### src/rtl/hnc_pkg.sv
package hnc_pkg;
  typedef enum logic [1:0] {BLK_U = 2'd0, BLK_S = 2'd1, BLK_M = 2'd2} blk_st_e;
  typedef enum logic [1:0] {MSG_NONE = 2'd0, MSG_DATA = 2'd1, MSG_INV = 2'd2, MSG_NACK = 2'd3} msg_kind_e;
  typedef enum logic [1:0] {AK_DONE = 2'd0, AK_INV = 2'd1, AK_FLUSH = 2'd2, AK_GONE = 2'd3} ack_kind_e;
  typedef enum logic [1:0] {TX_IDLE = 2'd0, TX_COLLECT = 2'd1, TX_OWNER = 2'd2, TX_SUPPLY = 2'd3} tx_st_e;
endpackage

### src/rtl/hnc_dir_store.sv
module hnc_dir_store
  import hnc_pkg::*;
#(
  parameter int NODES  = 4,
  parameter int BLOCKS = 8,
  parameter int DATA_W = 16,
  localparam int IDW = $clog2(NODES),
  localparam int AW  = $clog2(BLOCKS)
) (
  input  logic              clk_i,
  input  logic              rst_ni,
  input  logic [AW-1:0]     addr_i,
  output blk_st_e           rd_st_o,
  output logic [NODES-1:0]  rd_sh_o,
  output logic [IDW-1:0]    rd_own_o,
  output logic [DATA_W-1:0] rd_data_o,
  input  logic              upd_en_i,
  input  blk_st_e           upd_st_i,
  input  logic [NODES-1:0]  upd_sh_i,
  input  logic [IDW-1:0]    upd_own_i,
  input  logic              mem_we_i,
  input  logic [DATA_W-1:0] mem_wdata_i
);
  blk_st_e           st_q  [BLOCKS];
  logic [NODES-1:0]  sh_q  [BLOCKS];
  logic [IDW-1:0]    own_q [BLOCKS];
  logic [DATA_W-1:0] mem_q [BLOCKS];

  assign rd_st_o   = st_q[addr_i];
  assign rd_sh_o   = sh_q[addr_i];
  assign rd_own_o  = own_q[addr_i];
  assign rd_data_o = mem_q[addr_i];

  always_ff @(posedge clk_i or negedge rst_ni) begin
    if (!rst_ni) begin
      for (int b = 0; b < BLOCKS; b++) begin
        st_q[b]  <= BLK_U;
        sh_q[b]  <= '0;
        own_q[b] <= '0;
        mem_q[b] <= '0;
      end
    end else begin
      if (upd_en_i) begin
        st_q[addr_i]  <= upd_st_i;
        sh_q[addr_i]  <= upd_sh_i;
        own_q[addr_i] <= upd_own_i;
      end
      if (mem_we_i) mem_q[addr_i] <= mem_wdata_i;
    end
  end

  // Modified entries never carry sharers
  p_m_no_sharers_r9: assert property (@(posedge clk_i) disable iff (!rst_ni)
    (rd_st_o == BLK_M) |-> (rd_sh_o == '0));
  // Uncached entries never carry sharers
  p_u_no_sharers_r1: assert property (@(posedge clk_i) disable iff (!rst_ni)
    (rd_st_o == BLK_U) |-> (rd_sh_o == '0));
endmodule

### src/rtl/hnc_inv_tracker.sv
module hnc_inv_tracker #(
  parameter int NODES = 4,
  localparam int IDW = $clog2(NODES),
  localparam int CW  = $clog2(NODES + 1)
) (
  input  logic             clk_i,
  input  logic             rst_ni,
  input  logic             load_i,
  input  logic [NODES-1:0] load_mask_i,
  input  logic             issue_en_i,
  input  logic             ack_v_i,
  input  logic [IDW-1:0]   ack_src_i,
  output logic             issue_v_o,
  output logic [IDW-1:0]   issue_dst_o,
  output logic [CW-1:0]    cnt_o,
  output logic             pend_empty_o
);
  logic [NODES-1:0] pend_q, wait_q;
  logic [CW-1:0]    cnt_q;
  logic             ack_hit;

  always_comb begin
    issue_v_o   = 1'b0;
    issue_dst_o = '0;
    for (int i = NODES - 1; i >= 0; i--) begin
      if (pend_q[i]) begin
        issue_v_o   = 1'b1;
        issue_dst_o = IDW'(i);
      end
    end
  end

  assign ack_hit      = ack_v_i && wait_q[ack_src_i];
  assign cnt_o        = cnt_q;
  assign pend_empty_o = (pend_q == '0);

  always_ff @(posedge clk_i or negedge rst_ni) begin
    if (!rst_ni) begin
      pend_q <= '0;
      wait_q <= '0;
      cnt_q  <= '0;
    end else if (load_i) begin
      pend_q <= load_mask_i;
      wait_q <= load_mask_i;
      cnt_q  <= CW'($countones(load_mask_i));
    end else begin
      if (issue_en_i && issue_v_o) pend_q[issue_dst_o] <= 1'b0;
      if (ack_hit) begin
        wait_q[ack_src_i] <= 1'b0;
        cnt_q             <= cnt_q - 1'b1;
      end
    end
  end

  p_cnt_matches_wait_r5: assert property (@(posedge clk_i) disable iff (!rst_ni)
    cnt_q == CW'($countones(wait_q)));
  p_no_underflow_r5: assert property (@(posedge clk_i) disable iff (!rst_ni)
    ack_hit |-> (cnt_q != '0));
  p_issue_one_bit_r4: assert property (@(posedge clk_i) disable iff (!rst_ni)
    (issue_en_i && issue_v_o && !load_i) |=> !pend_q[$past(issue_dst_o)]);
endmodule

### src/rtl/hnc_txn_fsm.sv
module hnc_txn_fsm
  import hnc_pkg::*;
#(
  parameter int NODES  = 4,
  parameter int BLOCKS = 8,
  parameter int DATA_W = 16,
  localparam int IDW = $clog2(NODES),
  localparam int AW  = $clog2(BLOCKS),
  localparam int CW  = $clog2(NODES + 1)
) (
  input  logic              clk_i,
  input  logic              rst_ni,
  input  logic              req_valid_i,
  input  logic              req_kind_i,
  input  logic [IDW-1:0]    req_src_i,
  input  logic [AW-1:0]     req_addr_i,
  input  logic              ack_valid_i,
  input  logic [1:0]        ack_kind_i,
  input  logic [IDW-1:0]    ack_src_i,
  input  logic [AW-1:0]     ack_addr_i,
  input  logic [DATA_W-1:0] ack_data_i,
  input  blk_st_e           ent_st_i,
  input  logic [NODES-1:0]  ent_sh_i,
  input  logic [IDW-1:0]    ent_own_i,
  input  logic [DATA_W-1:0] ent_data_i,
  output logic [AW-1:0]     dir_addr_o,
  output logic              upd_en_o,
  output blk_st_e           upd_st_o,
  output logic [NODES-1:0]  upd_sh_o,
  output logic [IDW-1:0]    upd_own_o,
  output logic              mem_we_o,
  output logic [DATA_W-1:0] mem_wdata_o,
  output logic              trk_load_o,
  output logic [NODES-1:0]  trk_mask_o,
  output logic              trk_issue_en_o,
  output logic              trk_ack_v_o,
  input  logic              trk_issue_v_i,
  input  logic [IDW-1:0]    trk_dst_i,
  input  logic [CW-1:0]     trk_cnt_i,
  input  logic              trk_empty_i,
  output logic              busy_o,
  output logic              msg_valid_o,
  output logic [1:0]        msg_kind_o,
  output logic [IDW-1:0]    msg_dst_o,
  output logic [AW-1:0]     msg_addr_o,
  output logic [DATA_W-1:0] msg_data_o
);
  tx_st_e            st_q, st_d;
  logic [AW-1:0]     act_addr_q, act_addr_d;
  logic [IDW-1:0]    act_req_q, act_req_d, act_own_q, act_own_d;
  logic              got_q, got_d;
  logic              mv_d;
  msg_kind_e         mk_d;
  logic [IDW-1:0]    mdst_d;
  logic [AW-1:0]     maddr_d;
  logic [DATA_W-1:0] mdata_d;
  logic [NODES-1:0]  req_bit;
  logic              ack_here;

  assign req_bit    = NODES'(1) << req_src_i;
  assign ack_here   = ack_valid_i && (ack_addr_i == act_addr_q);
  assign busy_o     = (st_q != TX_IDLE);
  assign dir_addr_o = busy_o ? act_addr_q : req_addr_i;

  always_comb begin
    st_d           = st_q;
    act_addr_d     = act_addr_q;
    act_req_d      = act_req_q;
    act_own_d      = act_own_q;
    got_d          = got_q;
    mv_d           = 1'b0;
    mk_d           = MSG_NONE;
    mdst_d         = '0;
    maddr_d        = dir_addr_o;
    mdata_d        = '0;
    upd_en_o       = 1'b0;
    upd_st_o       = BLK_M;
    upd_sh_o       = '0;
    upd_own_o      = act_req_q;
    mem_we_o       = 1'b0;
    mem_wdata_o    = ack_data_i;
    trk_load_o     = 1'b0;
    trk_mask_o     = ent_sh_i & ~req_bit;
    trk_issue_en_o = 1'b0;
    trk_ack_v_o    = 1'b0;

    // serialise: every request seen while a transaction is open is refused
    if (req_valid_i && busy_o) begin
      mv_d    = 1'b1;
      mk_d    = MSG_NACK;
      mdst_d  = req_src_i;
      maddr_d = req_addr_i;
    end

    unique case (st_q)
      TX_IDLE: begin
        if (req_valid_i) begin
          act_addr_d = req_addr_i;
          act_req_d  = req_src_i;
          got_d      = 1'b0;
          mv_d       = 1'b1;
          mdst_d     = req_src_i;
          if (!req_kind_i) begin
            if (ent_st_i == BLK_M) begin
              mk_d = MSG_NACK;
            end else begin
              mk_d      = MSG_DATA;
              mdata_d   = ent_data_i;
              upd_en_o  = 1'b1;
              upd_st_o  = BLK_S;
              upd_sh_o  = ent_sh_i | req_bit;
              upd_own_o = ent_own_i;
            end
          end else if (ent_st_i == BLK_M && ent_own_i != req_src_i) begin
            mk_d      = MSG_INV;
            mdst_d    = ent_own_i;
            act_own_d = ent_own_i;
            st_d      = TX_OWNER;
          end else begin
            mk_d       = MSG_DATA;
            mdata_d    = ent_data_i;
            trk_load_o = 1'b1;
            st_d       = TX_COLLECT;
          end
        end
      end
      TX_COLLECT: begin
        trk_ack_v_o = ack_here && (ack_kind_i == AK_INV);
        if (ack_here && ack_kind_i == AK_DONE && ack_src_i == act_req_q) got_d = 1'b1;
        if (!req_valid_i) begin
          trk_issue_en_o = 1'b1;
          if (trk_issue_v_i) begin
            mv_d   = 1'b1;
            mk_d   = MSG_INV;
            mdst_d = trk_dst_i;
          end
        end
        if (got_q && trk_cnt_i == '0 && trk_empty_i) begin
          upd_en_o = 1'b1;
          st_d     = TX_IDLE;
        end
      end
      TX_OWNER: begin
        if (ack_here && ack_src_i == act_own_q) begin
          if (ack_kind_i == AK_FLUSH) begin
            mem_we_o = 1'b1;
            upd_en_o = 1'b1;
            st_d     = TX_IDLE;
          end else if (ack_kind_i == AK_GONE) begin
            st_d = TX_SUPPLY;
          end
        end
      end
      TX_SUPPLY: begin
        if (!req_valid_i) begin
          mv_d     = 1'b1;
          mk_d     = MSG_DATA;
          mdst_d   = act_req_q;
          mdata_d  = ent_data_i;
          upd_en_o = 1'b1;
          st_d     = TX_IDLE;
        end
      end
      default: st_d = TX_IDLE;
    endcase
  end

  always_ff @(posedge clk_i or negedge rst_ni) begin
    if (!rst_ni) begin
      st_q        <= TX_IDLE;
      act_addr_q  <= '0;
      act_req_q   <= '0;
      act_own_q   <= '0;
      got_q       <= 1'b0;
      msg_valid_o <= 1'b0;
      msg_kind_o  <= MSG_NONE;
      msg_dst_o   <= '0;
      msg_addr_o  <= '0;
      msg_data_o  <= '0;
    end else begin
      st_q        <= st_d;
      act_addr_q  <= act_addr_d;
      act_req_q   <= act_req_d;
      act_own_q   <= act_own_d;
      got_q       <= got_d;
      msg_valid_o <= mv_d;
      msg_kind_o  <= mk_d;
      msg_dst_o   <= mdst_d;
      msg_addr_o  <= maddr_d;
      msg_data_o  <= mdata_d;
    end
  end

  p_busy_nack_r8: assert property (@(posedge clk_i) disable iff (!rst_ni)
    (req_valid_i && st_q != TX_IDLE) |=> (msg_valid_o && msg_kind_o == MSG_NACK));
  p_read_served_r2: assert property (@(posedge clk_i) disable iff (!rst_ni)
    (st_q == TX_IDLE && req_valid_i && !req_kind_i && ent_st_i != BLK_M)
      |=> (msg_valid_o && msg_kind_o == MSG_DATA));
  p_hold_for_acks_r5: assert property (@(posedge clk_i) disable iff (!rst_ni)
    (st_q == TX_COLLECT && trk_cnt_i != '0) |=> (st_q != TX_IDLE));
  p_owner_inv_r6: assert property (@(posedge clk_i) disable iff (!rst_ni)
    (st_q == TX_IDLE && req_valid_i && req_kind_i && ent_st_i == BLK_M && ent_own_i != req_src_i)
      |=> (msg_valid_o && msg_kind_o == MSG_INV && msg_dst_o == $past(ent_own_i)));
  p_supply_closes_r7: assert property (@(posedge clk_i) disable iff (!rst_ni)
    (st_q == TX_SUPPLY && !req_valid_i) |=> (msg_kind_o == MSG_DATA && st_q == TX_IDLE));
endmodule

### src/rtl/hnc_home_ctrl.sv
module hnc_home_ctrl
  import hnc_pkg::*;
#(
  parameter int NODES  = 4,
  parameter int BLOCKS = 8,
  parameter int DATA_W = 16,
  localparam int IDW = $clog2(NODES),
  localparam int AW  = $clog2(BLOCKS),
  localparam int CW  = $clog2(NODES + 1)
) (
  input  logic              clk_i,
  input  logic              rst_ni,
  input  logic              req_valid_i,
  input  logic              req_kind_i,
  input  logic [IDW-1:0]    req_src_i,
  input  logic [AW-1:0]     req_addr_i,
  input  logic              ack_valid_i,
  input  logic [1:0]        ack_kind_i,
  input  logic [IDW-1:0]    ack_src_i,
  input  logic [AW-1:0]     ack_addr_i,
  input  logic [DATA_W-1:0] ack_data_i,
  output logic              msg_valid_o,
  output logic [1:0]        msg_kind_o,
  output logic [IDW-1:0]    msg_dst_o,
  output logic [AW-1:0]     msg_addr_o,
  output logic [DATA_W-1:0] msg_data_o
);
  logic [AW-1:0]     dir_addr;
  blk_st_e           ent_st, upd_st;
  logic [NODES-1:0]  ent_sh, upd_sh, trk_mask;
  logic [IDW-1:0]    ent_own, upd_own, trk_dst;
  logic [DATA_W-1:0] ent_data, mem_wdata;
  logic              upd_en, mem_we, trk_load, trk_issue_en, trk_ack_v, trk_issue_v, trk_empty;
  logic [CW-1:0]     trk_cnt;
  logic              busy;

  hnc_dir_store #(.NODES(NODES), .BLOCKS(BLOCKS), .DATA_W(DATA_W)) u_store (
    .clk_i, .rst_ni,
    .addr_i     (dir_addr),
    .rd_st_o    (ent_st),
    .rd_sh_o    (ent_sh),
    .rd_own_o   (ent_own),
    .rd_data_o  (ent_data),
    .upd_en_i   (upd_en),
    .upd_st_i   (upd_st),
    .upd_sh_i   (upd_sh),
    .upd_own_i  (upd_own),
    .mem_we_i   (mem_we),
    .mem_wdata_i(mem_wdata)
  );

  hnc_inv_tracker #(.NODES(NODES)) u_trk (
    .clk_i, .rst_ni,
    .load_i      (trk_load),
    .load_mask_i (trk_mask),
    .issue_en_i  (trk_issue_en),
    .ack_v_i     (trk_ack_v),
    .ack_src_i   (ack_src_i),
    .issue_v_o   (trk_issue_v),
    .issue_dst_o (trk_dst),
    .cnt_o       (trk_cnt),
    .pend_empty_o(trk_empty)
  );

  hnc_txn_fsm #(.NODES(NODES), .BLOCKS(BLOCKS), .DATA_W(DATA_W)) u_fsm (
    .clk_i, .rst_ni,
    .req_valid_i, .req_kind_i, .req_src_i, .req_addr_i,
    .ack_valid_i, .ack_kind_i, .ack_src_i, .ack_addr_i, .ack_data_i,
    .ent_st_i      (ent_st),
    .ent_sh_i      (ent_sh),
    .ent_own_i     (ent_own),
    .ent_data_i    (ent_data),
    .dir_addr_o    (dir_addr),
    .upd_en_o      (upd_en),
    .upd_st_o      (upd_st),
    .upd_sh_o      (upd_sh),
    .upd_own_o     (upd_own),
    .mem_we_o      (mem_we),
    .mem_wdata_o   (mem_wdata),
    .trk_load_o    (trk_load),
    .trk_mask_o    (trk_mask),
    .trk_issue_en_o(trk_issue_en),
    .trk_ack_v_o   (trk_ack_v),
    .trk_issue_v_i (trk_issue_v),
    .trk_dst_i     (trk_dst),
    .trk_cnt_i     (trk_cnt),
    .trk_empty_i   (trk_empty),
    .busy_o        (busy),
    .msg_valid_o, .msg_kind_o, .msg_dst_o, .msg_addr_o, .msg_data_o
  );

  // a message goes out only in reply to a request or during an open transaction
  p_msg_has_cause_r1: assert property (@(posedge clk_i) disable iff (!rst_ni)
    (!req_valid_i && !busy) |=> !msg_valid_o);
endmodule

### config.mk
export PLATFORM = sky130hd
export DESIGN_NAME = hnc_home_ctrl
export DESIGN_NICKNAME = d
export VERILOG_FILES = /design/src/rtl/hnc_pkg.sv /design/src/rtl/hnc_dir_store.sv /design/src/rtl/hnc_inv_tracker.sv /design/src/rtl/hnc_txn_fsm.sv /design/src/rtl/hnc_home_ctrl.sv
export SDC_FILE = /design/constraint.sdc
export NUM_CORES = 1
export LEC_CHECK = 0
export ABC_AREA = 1
export BUFFER_PORTS_ARGS = -buffer_cell sky130_fd_sc_hd__clkbuf_2
export CORE_UTILIZATION = 66
export DETAILED_ROUTE_END_ITERATION = 16
export GPL_ROUTABILITY_DRIVEN = 0
export GPL_TIMING_DRIVEN = 0
export PLACE_DENSITY = 0.83
export SETUP_SLACK_MARGIN = 0.05
export SLEW_MARGIN = 20
export SYNTH_ARGS = -nofsm -noshare
export SYNTH_HDL_FRONTEND = slang
export SYNTH_SLANG_ARGS = --single-unit
### constraint.sdc
create_clock -name clk_i -period 8.7 [get_ports clk_i]
set_input_delay 0.435 -clock clk_i [delete_from_list [all_inputs] [get_ports clk_i]]
set_output_delay 0.435 -clock clk_i [all_outputs]
set_load 0.01 [all_outputs]
==> summary.md, run 1 <==
| Metric | Value |
|---|---|
| GRT Overall Usage | `0.348` |
| Cell accounting for the most synthesized area | `dfrtp_1` |
| Initial Util | `0.682` |
| Mux share of post-synthesis cell area | `0.0794` |
| FF+latch area | `0.00593 mm^2` |
| Cell area after layout | `0.0124 mm^2` |
| Clock Latency Late Sink | `0.54 ns` |
| Unrepaired setup endpoints after global routing | `no` |
| Compound-Gate Fraction of Synth Area | `0.137` |
| Period utilization | `0.454` |
| Max-slew violations | `0` |
| Initial antenna violation count | `0` |
| Iter 0 DRT Violations | `845` |
| Run status | `completed` |
| First-pass GRT wire length | `45000 um` |
| Via count | `8920` |
| Clk_skew | `0.0158 ns` |
| Yosys reg bits | `237` |
| Worst setup margin | `4.75 ns` |
| Synth top area share | `0.543` |
| Antenna cell count | `0` |
| Crit path max fanout | `10` |
| Post-synthesis cell type count | `42` |
| Min-Delay Path Class | `input port to flip-flop` |
| Critical path type | `flip-flop to flip-flop` |
| CTS tree | `done` |
| Seq/Total Area, Yosys | `0.543` |
| Reg clk slew, reported paths | `0.06 ns` |
| Power Density | `349 mW/mm^2` |
| R2R cell count | `21` |
| FFs w/ async S/R, synth | `1.00` |
| DP Area | `0.0115 mm^2` |
| Die area | `0.0171 mm^2` |
| Setup TNS | `0 ns` |
| Die height | `131 um` |
| Clock tree buffer depth | `3` |
| H-tree Lvls | `1` |
| Post-DR vias/cell | `6.11` |
| Area growth, synth to finish | `13.4%` |
| Final number of hold-violating endpoints | `0` |
| Top cells by count, synth | `nand2_1 (274), dfrtp_1 (237), o21ai_0 (104)` |
| Primary FF master, synth | `dfrtp_1` |
| Hold_sp | `req_addr_i[1]` |
| Net count, final | `1272` |
| Critical Path Start Type | `flip-flop` |
| Total gr overflow | `0` |
| Wirelength, routed | `28100 um` |
| RR Startpoint | `u_fsm.st_q[0]` |
| Total CTS buffers | `25` |
| Crit path time final | `3.95 ns` |
| Vias in the first global route | `8736` |
| Post-synthesis average cell area | `9.55 um^2` |
| DIE WIDTH | `131 um` |
| Flop2flop setup slack | `4.75 ns` |
| Syn Std Cell Area | `0.0109 mm^2` |
| Worst slack, placed | `4.86 ns` |
| Crit path arrival time | `4.38 ns` |
| Detailed placement HPWL | `18200 um` |
| Total leakage power | `0.00632 uW` |
| Syn nets | `1187` |
| Worst vdd ir | `0.203 mV` |
| Combined area of the multi-input logic cells | `0.00428 mm^2` |
| Relative slew slack | `0.477` |
| Row cnt | `46` |
| CTS Sinks | `237` |
| Post-route ant nets | `0` |
| Fillers | `1055` |
| Largest net degree at the start of global routing | `96` |
| EDFF count, synth | `0` |
| Req. time, crit path | `9.13 ns` |
| Post-Synth Adder-Cell Area | `0.0133` |
| Ports | `57` |
| Post-CTS Setup Bufs | `0` |
| DR WL/cell | `19.3 um` |
| First drt pass iteration count | `5` |
| Worst-Margin Slew | `0.785 ns` |
| Synth Area in Simple Gates | `0.156` |
| Dominant cells by area after synthesis | `dfrtp_1 (54%), nand2_1 (9.4%), mux2_2 (7.9%)` |
| Finish-stage setup viols | `0` |
| R2r endpoint | `u_trk.cnt_o[1]` |
| Yosys warnings | `0` |
| Share of cells above drive strength 1 | `0.202` |
| CTS Root Cell | `clkbuf_16` |
| Core ar. | `0.0160 mm^2` |
| Highest Clock Rate | `253 MHz` |
| Largest family of logic cells by synthesized area | `simple AND/OR/NAND/NOR gates` |
| IO buf count | `55` |
| Worst hold endpoint | `u_fsm.msg_addr_o[1]` |
| Count leader, synth | `nand2_1` |
| Xor/xnor cell area share of the yosys netlist | `0.00562` |
| # placed instances | `1416` |
| Syn Inst Count | `1143` |
| # Max-Cap Violations | `0` |
| Final cell count without fillers | `1461` |
| DRC | `0` |
| CP endpoint kind | `flip-flop` |
| Hold depth | `3` |
## cells in the final DEF (no fill, tap or decap), types with 7 or more instances in the layout
cell and count:
nand2_1 274, dfrtp_1 237, o21ai_0 104, inv_1 103
mux2_2 77, clkbuf_2 54, nor2_1 51, o22ai_1 48
a21oi_1 38, o21ai_1 28, nand3_1 26, clkbuf_16 25
buf_2 18, clkbuf_1 18, a221oi_1 15, nand2_2 14
o2111ai_1 11, ha_1 10, buf_4 9, clkbuf_8 8
buf_6 7, nor2_2 7
## stage by stage
stage               utilization  power [uW]  hold slack, ns
floorplan                     -        2650           0.139
global route              0.774        4570           0.162
CTS                       0.774        4290           0.135
detailed placement        0.720        3180           0.466
finish                    0.774        4320           0.155
global placement          0.716        3130           0.462
## power breakdown
part	total, uW	internal [uW]	switching (uW)
clock network	1090	650	440
registers	1460	1340	125
logic	1770	582	1190
## per-layer routing
layer  global-route usage  part of all wire  vias up
li1                     -                 -     3991
met1                0.459              0.41     4391
met2                0.574              0.48      449
met3               0.0505             0.072       89
met4                0.162             0.041        0
met5                    0                 0        -
## cell type report
type                    instances  area share
plain buffers                  46      0.0227
clock buffers                  38      0.0601
clock inverters                 6     0.00798
inverters                     113      0.0347
multi-input cells             747       0.345
flip-flops and latches        237       0.479
well taps                     216      0.0218
repair buffers                 58      0.0282
## registers in the layout, summed over array words and instances (netlist names)
register           flops
u_fsm.msg_addr_o       3
u_trk.pend_q           4
u_store.own_q         16
u_store.mem_q        128
u_fsm.act_addr_q       3
u_fsm.act_req_q        2
u_fsm.msg_dst_o        2
u_trk.cnt_o            3
u_fsm.msg_kind_o       2
u_fsm.msg_valid_o      1
u_trk.wait_q           4
u_fsm.act_own_q        2
u_store.sh_q          32
u_fsm.got_q            1
u_fsm.msg_data_o      16
u_store.st_q          16
u_fsm.st_q             2
## kinds of logic (layout without fill, tap and decap cells)
| family | Yosys count | in the layout |
|---|---|---|
| AND/OR/NAND/NOR | 394 | 394 |
| AO/OA/AOI/OAI | 258 | 258 |
| flip-flops | 237 | 237 |
| buffers and inverters | 159 | 261 |
| multiplexers | 77 | 77 |
| adder cells (fa/ha/maj) | 11 | 11 |
| XOR/XNOR | 7 | 7 |
## timing repair
action,in CTS,in global routing
hold endpoints to repair,71,0
hold buffers,1,0
resized for setup,0,0
## worst max-delay path: stages (launching register included)
cell      delay [ns]
dfrtp_1         0.42
inv_1           0.14
ha_1            0.19
buf_6           0.14
inv_4           0.05
buf_6           0.13
nand2_2         0.06
nand2_2         0.10
nor2_1          0.29
inv_2           0.08
nor2_4          0.29
inv_2           0.16
o22ai_1         0.17
nor2_1          0.08
o211ai_1        0.15
a21oi_1         0.11
ha_1            0.29
ha_1            0.21
fa_1            0.42
or2_1           0.23
o21ai_0         0.08
inv_1           0.06
## worst max-delay path by stage
stage	from	endpoint	slack (ns)	depth (start not counted)
finish	u_fsm.st_q[0]	u_trk.cnt_o[1]	4.75	21
floorplan	u_fsm.st_q[0]	u_trk.cnt_o[1]	5.48	21
CTS	u_fsm.st_q[0]	u_trk.cnt_o[1]	4.77	21
detailed placement	u_fsm.st_q[0]	u_trk.cnt_o[1]	4.86	21
global placement	rst_ni	u_store.mem_q[92]	2.55	1
global route	u_fsm.st_q[0]	u_trk.cnt_o[1]	4.52	21
Power figures use the tool's default switching activity.
==> run 2, diff against run 1 <==
Settings changed: CORE_UTILIZATION 66 to 55, PLACE_DENSITY 0.83 to 0.74.
Clock period 8.7 ns to 3.6 ns, I/O delays scaled along.
==> summary.md, run 2 (synthesized netlist as in run 1, its figures left out) <==
| Metric | Value |
|---|---|
| Run status | `completed` |
| Highest Clock Rate | `291 MHz (+15%)` |
| Total leakage power | `0.00649 uW (+2.7%)` |
| Reg clk slew, reported paths | `0.06 ns (about the same)` |
| Antenna cell count | `0 (unchanged)` |
| Switching share of power | `0.400 (-0.00504)` |
| RR Startpoint | `u_fsm.st_q[0]` |
| Period utilization | `0.955 (+0.501)` |
| Hold_sp | `ack_data_i[5]` |
| Worst-Margin Slew | `0.816 ns (+0.0306 ns)` |
| CTS Root Cell | `clkbuf_16` |
| Biggest register | `u_store.mem_q` |
| Hold depth | `3 (unchanged)` |
| First-pass GRT wire length | `44200 um (-1.7%)` |
| Top Registers | `u_store.mem_q x128, u_store.sh_q x32` |
| R2R cell count | `19 (-9.5%)` |
| Combined area of the multi-input logic cells | `0.00439 mm^2 (+2.7%)` |
| Relative slew slack | `0.456 (-0.0204)` |
| Req. time, crit path | `4.00 ns (-5.13 ns)` |
| Vias in the first global route | `8535 (-2.3%)` |
| Crit path arrival time | `3.84 ns (-0.54 ns)` |
| Share of cells above drive strength 1 | `0.227 (+0.0255)` |
| GRT Overall Usage | `0.281 (-0.0671)` |
| Worst vdd ir | `0.463 mV (+130%)` |
| Core ar. | `0.0195 mm^2 (+22%)` |
| Most frequent cells in the layout | `nand2_1 (262), dfrtp_1 (237), o21ai_0 (104), inv_1 (102), mux2_2 (77)` |
| Net Sw Power | `4260 uW (+140%)` |
| # placed instances | `1465 (+3.5%)` |
| Total gr overflow | `0 (unchanged)` |
| DR WL/cell | `17.6 um (-8.4%)` |
| Ports | `57 (unchanged)` |
| H-tree Lvls | `1 (unchanged)` |
| Clock Latency Late Sink | `0.51 ns (-0.03 ns)` |
| Initial antenna violation count | `0 (unchanged)` |
| Post-DR vias/cell | `5.61 (-8.1%)` |
| Final number of hold-violating endpoints | `0 (unchanged)` |
| CTS tree | `done` |
| Min-Delay Path Class | `input port to flip-flop` |
| Critical Path Source | `u_fsm.st_q[0]` |
| DIE WIDTH | `143 um (+9.4%)` |
| Max-slew violations | `0 (unchanged)` |
| Post-route ant nets | `0 (unchanged)` |
| FF+latch area | `0.00593 mm^2 (unchanged)` |
| Max reg flops | `128 (unchanged)` |
| Largest net degree at the start of global routing | `85 (-11%)` |
| Critical Path Start Type | `flip-flop` |
| Flop2flop setup slack | `0.16 ns (-4.59 ns)` |
| Via count | `8648 (-3.0%)` |
| Die area | `0.0204 mm^2 (+20%)` |
| First drt pass iteration count | `5 (unchanged)` |
| Row cnt | `51 (+11%)` |
| Detailed placement HPWL | `18200 um (about the same)` |
| Worst hold endpoint | `u_store.mem_q[85]` |
| Net count, final | `1303 (+2.4%)` |
| DRC | `0 (unchanged)` |
| Most common cell after layout, fill and taps aside | `nand2_1` |
| Unrepaired setup endpoints after global routing | `no` |
| CP endpoint kind | `flip-flop` |
| Clock tree buffer depth | `3 (unchanged)` |
| Total CTS buffers | `25 (unchanged)` |
| Cell area after layout | `0.0128 mm^2 (+3.7%)` |
| Clk_skew | `0.0110 ns (-0.00480 ns)` |
| Finish-stage setup viols | `0 (unchanged)` |
| Iter 0 DRT Violations | `732 (-13%)` |
| Area growth, synth to finish | `17.6%` |
| Initial Util | `0.561 (-0.121)` |
| Critical path type | `flip-flop to flip-flop` |
| Final cell count without fillers | `1542 (+5.5%)` |
| Die height | `143 um (+9.4%)` |
| Wirelength, routed | `27200 um (-3.3%)` |
| # Max-Cap Violations | `0 (unchanged)` |
| Flop pwr share | `0.330 (-0.008)` |
| Crit path time final | `3.44 ns (-0.512 ns)` |
| Fillers | `1518 (+44%)` |
| DP Area | `0.0116 mm^2 (+0.53%)` |
| IO buf count | `55 (unchanged)` |
| Logic gate share of total power | `0.434 (+0.024)` |
| CTS Sinks | `237 (unchanged)` |
| R2r endpoint | `u_trk.cnt_o[1]` |
| Crit path max fanout | `7 (-3)` |
| Power Internal | `6390 uW (+150%)` |
| Power Density | `830 mW/mm^2 (+140%)` |
| Clock power frac | `0.237 (-0.015)` |
-- run 2: changes by cell type in the layout (fill, tap and decap cells not counted), moves of 5 or more --
cell / delta
buf_4: +16
dlygate4sd3_1: +16
nand2_1: -12
nand2_2: +6
nand2_4: +6
buf_2: -5
-- run 2: worst max-delay path by stage --
stage	slack (ns)	cells after the start	endpoint
global placement	-2.44	1	u_fsm.msg_data_o[12]
floorplan	0.38	21	u_trk.cnt_o[1]
finish	0.16	19	u_trk.cnt_o[1]
detailed placement	-0.27	21	u_trk.cnt_o[1]
CTS	0.05	20	u_trk.cnt_o[1]
global route	0.04	20	u_trk.cnt_o[1]
-- run 2: worst max-delay path, stage by stage (launching register included) --
cell	delay [ns]
dfrtp_1	0.40
inv_2	0.06
ha_1	0.20
buf_6	0.13
buf_4	0.15
nand2_1	0.10
nand2_4	0.10
nor2_4	0.17
nand2_2	0.10
buf_6	0.13
o22ai_1	0.16
nor2_1	0.10
nand2_1	0.12
a21oi_2	0.06
ha_1	0.32
ha_2	0.19
fa_1	0.43
or2_1	0.23
o21ai_0	0.09
inv_1	0.07
-- run 2: area by class of cell --
type	instances	share of cell area
flip-flops and latches	237	0.462
multi-input cells	747	0.342
clock buffers	38	0.0580
repair buffers	90	0.0490
inverters	113	0.0336
well taps	265	0.0258
plain buffers	45	0.0241
clock inverters	7	0.00536
-- run 2: repair_timing --
| item | in CTS | in global routing |
|---|---|---|
| gates resized for setup | 25 | 19 |
| endpoints found under the setup margin | 2 | 1 |
| endpoints found under the hold margin | 119 | 0 |
| pin swaps | 1 | 11 |
| setup buffers | 2 | 14 |
| hold buffers | 17 | 0 |
-- run 2: power groups by stage --
stage	combinational, uW	sequential (uW)	clock (uW)
6_report	4620	3510	2520
3_5_place_dp	4150	3550	0
3_3_place_gp	4060	3540	0
4_1_cts	4360	3510	2560
2_1_floorplan	2850	3550	0
5_1_grt	5100	3570	2660
-- run 2: metrics by stage --
stage          utilization  hold slack [ns]  setup WS (ns)  power [uW]  TNS (ns)
2_1_floorplan            -           -0.116          0.385        6400         0
3_3_place_gp         0.592            0.428          -2.44        7600   -573.86
3_5_place_dp         0.595            0.287         -0.266        7700    -0.278
4_1_cts              0.651          0.00280         0.0537       10400         0
5_1_grt              0.660           0.0371         0.0435       11300         0
6_report             0.660           0.0180          0.163       10700         0
-- run 2: metal layers --
layer,GRT usage,share of wire,wire length (um)
met5,0,0,0
met2,0.467,0.48,13100
met1,0.380,0.43,11700
met3,0.0366,0.061,1670
met4,0.0979,0.027,726
